$ cat config.mk
export PLATFORM = sky130hd
export DESIGN_NAME = plru_victim_sel
export DESIGN_NICKNAME = d
export VERILOG_FILES = /design/src/rtl/plru_pkg.sv /design/src/rtl/plru_ctrl.sv /design/src/rtl/plru_pick.sv /design/src/rtl/plru_datapath.sv /design/src/rtl/plru_victim_sel.sv
export SDC_FILE = /design/constraint.sdc
export NUM_CORES = 2
export LEC_CHECK = 0
export ABC_AREA = 1
export BUFFER_PORTS_ARGS = -buffer_cell sky130_fd_sc_hd__buf_2
export CORE_UTILIZATION = 45
export CTS_BUF_LIST = sky130_fd_sc_hd__clkbuf_16
export CTS_CLUSTER_SIZE = 25
export DETAILED_ROUTE_END_ITERATION = 6
export PLACE_DENSITY = 0.68
export SLEW_MARGIN = 5
export SYNTH_ARGS = -nofsm -noshare
export SYNTH_HDL_FRONTEND = slang
export SYNTH_SLANG_ARGS = --single-unit
$ cat constraint.sdc
create_clock -name clk -period 3.9 [get_ports clk]
set_input_delay 0.78 -clock clk [delete_from_list [all_inputs] [get_ports clk]]
set_output_delay 0.78 -clock clk [all_outputs]
set_load 0.005 [all_outputs]
$ cat src/rtl/plru_pkg.sv
package plru_pkg;
  localparam int WAYS  = 4;
  localparam int WAY_W = 2;

  // strobes from control to datapath
  typedef struct packed {
    logic touch;
    logic inval;
    logic query;
  } plruStrobe_t;

  // replacement tree of one set
  typedef struct packed {
    logic rootHigh;  // 1: evict from upper pair
    logic lowOdd;    // 1: evict way 1 inside lower pair
    logic highOdd;   // 1: evict way 3 inside upper pair
  } treeBits_t;
endpackage

$ cat src/rtl/plru_ctrl.sv
module plru_ctrl
  import plru_pkg::*;
(
  input  logic        touchEn,
  input  logic        invalEn,
  input  logic        victimReq,
  output plruStrobe_t strb
);
  always_comb begin
    strb.inval = invalEn;
    strb.touch = touchEn & ~invalEn;  // invalidate wins a same-cycle conflict
    strb.query = victimReq;
  end
endmodule

$ cat src/rtl/plru_pick.sv
module plru_pick
  import plru_pkg::*;
(
  input  logic [WAYS-1:0]  lineValid,
  input  treeBits_t        tree,
  output logic [WAY_W-1:0] pickWay
);
  logic             anyFree;
  logic [WAY_W-1:0] freeWay;

  always_comb begin
    anyFree = 1'b0;
    freeWay = '0;
    for (int w = WAYS - 1; w >= 0; w--) begin
      if (!lineValid[w]) begin
        anyFree = 1'b1;
        freeWay = WAY_W'(w);
      end
    end
  end

  always_comb begin
    if (anyFree)            pickWay = freeWay;
    else if (tree.rootHigh) pickWay = {1'b1, tree.highOdd};
    else                    pickWay = {1'b0, tree.lowOdd};
  end
endmodule

$ cat src/rtl/plru_datapath.sv
module plru_datapath
  import plru_pkg::*;
#(
  parameter int NUM_SETS = 128,
  localparam int SET_W   = $clog2(NUM_SETS)
)(
  input  logic             clk,
  input  logic             rstN,
  input  plruStrobe_t      strb,
  input  logic [SET_W-1:0] setIdx,
  input  logic [WAY_W-1:0] wayIdx,
  output logic [WAY_W-1:0] victimWay,
  output logic             victimVld
);
  logic [WAYS-1:0] validQ [NUM_SETS];
  treeBits_t       treeQ  [NUM_SETS];

  for (genvar s = 0; s < NUM_SETS; s++) begin : g_set
    logic hitSet;
    assign hitSet = (setIdx == SET_W'(s));

    always_ff @(posedge clk) begin
      if (!rstN) begin
        validQ[s] <= '0;
        treeQ[s]  <= '0;
      end else if (hitSet) begin
        if (strb.inval) begin
          validQ[s][wayIdx] <= 1'b0;
        end
        if (strb.touch) begin
          validQ[s][wayIdx]  <= 1'b1;
          treeQ[s].rootHigh <= ~wayIdx[1];
          if (wayIdx[1]) treeQ[s].highOdd <= ~wayIdx[0];
          else           treeQ[s].lowOdd  <= ~wayIdx[0];
        end
      end
    end
  end

  logic [WAYS-1:0]  rdValid;
  treeBits_t        rdTree;
  logic [WAY_W-1:0] pickWay;

  assign rdValid = validQ[setIdx];
  assign rdTree  = treeQ[setIdx];

  plru_pick pick_i (
    .lineValid (rdValid),
    .tree      (rdTree),
    .pickWay   (pickWay)
  );

  always_ff @(posedge clk) begin
    if (!rstN) begin
      victimWay <= '0;
      victimVld <= 1'b0;
    end else begin
      victimVld <= strb.query;
      if (strb.query) victimWay <= pickWay;
    end
  end
endmodule

$ cat src/rtl/plru_victim_sel.sv
module plru_victim_sel
  import plru_pkg::*;
#(
  parameter int NUM_SETS = 128,
  localparam int SET_W   = $clog2(NUM_SETS)
)(
  input  logic             clk,
  input  logic             rstN,
  input  logic [SET_W-1:0] setIdx,
  input  logic [1:0]       wayIdx,
  input  logic             touchEn,
  input  logic             invalEn,
  input  logic             victimReq,
  output logic [1:0]       victimWay,
  output logic             victimVld
);
  plruStrobe_t strb;

  plru_ctrl ctrl_i (
    .touchEn   (touchEn),
    .invalEn   (invalEn),
    .victimReq (victimReq),
    .strb      (strb)
  );

  plru_datapath #(.NUM_SETS(NUM_SETS)) dp_i (
    .clk       (clk),
    .rstN      (rstN),
    .strb      (strb),
    .setIdx    (setIdx),
    .wayIdx    (wayIdx),
    .victimWay (victimWay),
    .victimVld (victimVld)
  );
endmodule

==> flow_metrics.env <==
export IMPL_status="finished clean"
export IMPL_setup_slack_ns=0.753
export IMPL_cp_required_ns=4.50
export IMPL_ant_nets=0
export IMPL_synth_common_cells="nand2_1, nor2_1, edfxtp_1"
export IMPL_htreeDepth=3
export IMPL_grt_max_degree=224
export IMPL_drc=0
export IMPL_vdd_ir_drop_worst_mv=0.351
export IMPL_insertion_delay_ns=0.69
export IMPL_synth_main_ff_cell="edfxtp_1"
export IMPL_tightest_slew_ns=1.06
export IMPL_synth_area_um2=50300
export IMPL_hpwl_um=106000
export IMPL_drt_iter0_drc=7487
export IMPL_clock_skew_ns=0.0318
export IMPL_grt_pass1_wl_um=262000
export IMPL_initial_utilization_pct=45.4
export IMPL_report_final_slew_viol_count=0
export IMPL_syn2layout_area_growth_pct=9.40
export IMPL_dpl_worst_slack_ns=0.183
export IMPL_p_leak_nw=21.0
export IMPL_diodes=0
export IMPL_antenna_found_initial=3
export IMPL_die_height_um=336
export IMPL_nNetsFinal=6190
export IMPL_maxCapViolations=0
export IMPL_crit_type="in2reg"
export IMPL_yosys_warnings=0
export IMPL_drive_gt1_share_pct=5.53
export IMPL_max_freq_mhz=318
export IMPL_syn_nets=6445
export IMPL_yosysMostFrequentCell="nand2_1"
export IMPL_cp_arrival_ns=3.75
export IMPL_grt_overflow_total=0
export IMPL_root_buffer="clkbuf_16"
export IMPL_synth_top_area_share_pct=53.5
export IMPL_drt_wl_total_um=175000
export IMPL_die_w_um=336
export IMPL_hold_buffers=0
export IMPL_synth_distinct_cells=27
export IMPL_rsz0062_at_grt="false"
export IMPL_crit_path_start_kind="primary input"
export IMPL_wl_per_cell_um=22.6
export IMPL_period_needed_ns=3.15
export IMPL_via_count=45700
export IMPL_postCtsSetupBuffers=0
export IMPL_clkSinkCount=899
export IMPL_yosys_area_top_type="edfxtp_1"
export IMPL_seq_area_frac_synth_pct=53.6
export IMPL_critPathCaptureType="register"
export IMPL_cts_tree="yes"
export IMPL_stdcell_area_um2=55100
export IMPL_ys_ff_latch=899
export IMPL_grt_pass1_vias=42800
export IMPL_power_density_nw_per_um2=419
export IMPL_routabilityCongestion=0.966
export IMPL_whs_ns=0.437
export IMPL_die_area_um2=113000
export IMPL_avgSynthCellArea_um2=7.83
export IMPL_synth_area_leaders="edfxtp_1, nand2_1, nor2_1, o21ai_0, clkbuf_1"
export IMPL_first_pass_iters=7
export IMPL_portBuffers=16
export IMPL_setup_tns_ns=0
export IMPL_rows=122
export IMPL_ctsResizeCount=0
export IMPL_cp_max_fo=55
export IMPL_slew_headroom_pct=29.3
export IMPL_design_portCount=17
export IMPL_hold_path_class="in2reg"
export IMPL_path_clk_slew_ns=0.07
export IMPL_p_total_mw=23.0
export IMPL_core_area_um2=111000
export IMPL_synth_cells=6431
export IMPL_grt_usage_pct=30.5
export IMPL_synthArstFlopShare_pct=0
export IMPL_post_dp_cell_area_um2=51900
export IMPL_vias_per_cell=5.90
export IMPL_cts_made_buffers=99
export IMPL_cts_buffer_depth=3
export IMPL_setup_viol=0
export IMPL_synth_edf_count=896
export IMPL_nFillCells=10600
export IMPL_period_share_pct=80.7
export IMPL_hold_violations=0
-- layout make-up --
class                           instances  area, um2  share of cell area, %
Multi-Input combinational cell       4640      19700                   35.8
Clock buffer                          102       2550                   4.64
Timing Repair Buffer                  185       2040                   3.70
Sequential cell                       899      27000                   49.0
Inverter                              351       1370                   2.49
Tap cell                             1488       1860                   3.38
Clock inverter                         84        561                   1.02
-- metrics by stage --
stage	std cells	utilization, %
floorplan	6431	-
global placement	7563	46.9
detailed placement	7563	46.9
CTS	7749	49.7
global route	7749	49.7
finish	7749	49.7
-- flip-flops by register name, summed over array words and instances (netlist names) --
| name | count |
|---|---|
| dp_i.validQ | 512 |
| dp_i.victimWay | 2 |
| dp_i.treeQ | 384 |
| dp_i.victimVld | 1 |
-- cells by family (layout without fill, tap and decap cells) --
| logic type | after synthesis | in the layout | share of synthesized area [%] |
|---|---|---|---|
| compound gates | 1079 | 1079 | 11.7 |
| buf+inv | 892 | 722 | 7.42 |
| flops | 899 | 899 | 53.6 |
| simple gates | 3561 | 3561 | 27.3 |
-- where the power goes --
part           total (mW)  leakage [nW]  internal (mW)  switching (mW)
clock                9.20          1.61           5.17            4.03
sequential           11.2          8.53           11.1           0.162
combinational        2.59          10.8          0.639            1.95
total                23.0          21.0           16.9            6.15
-- layer usage --
metal	global-route usage [%]	vias up	part of all wire (%)
met1	41.2	21500	37
met3	5.79	502	13
met5	0	-	0.013
li1	-	20500	-
met2	47.2	3189	44
met4	15.1	4	5.2
-- worst paths after layout --
kind | startpoint | end | slack, ns | cells after the start
worst max-delay path | setIdx[0] | dp_i.victimWay[0] | 0.75 | 20
worst min register to register | dp_i.victimWay[1] | dp_i.victimWay[1] | 0.63 | 2
worst min-delay path | victimReq | dp_i.victimVld | 0.44 | 3
worst max register to register | dp_i.validQ[87][0] | dp_i.victimWay[0] | 1.44 | 16
-- worst max-delay path, stage by stage --
cell	delay, ns
buf_8	0.24
inv_8	0.17
buf_12	0.25
buf_4	0.24
nand2_1	0.07
nand2_1	0.07
nand2_1	0.07
nand2_1	0.11
nand2_1	0.11
nand2_1	0.05
o21ai_0	0.70
nand3_1	0.15
nor2_1	0.22
nor2_1	0.10
nand2_1	0.08
nor2_1	0.05
nand2_1	0.05
nand3_1	0.06
nand2_1	0.07
inv_1	0.04
-- placed cells by master (no fill, tap or decap), types with 12 or more instances in the layout --
master and instances:
o21ai_0 772, clkbuf_16 102, clkinv_2 12, nor2_1 1365, buf_4 119, nand2_1 1908, nor3_1 86, a21oi_1 143
edfxtp_1 896, nand3_1 173, clkinv_1 36, o21ai_1 14, inv_1 358, buf_12 53, a31oi_1 28, a211o_1 112
Power figures use the tool's default switching activity.
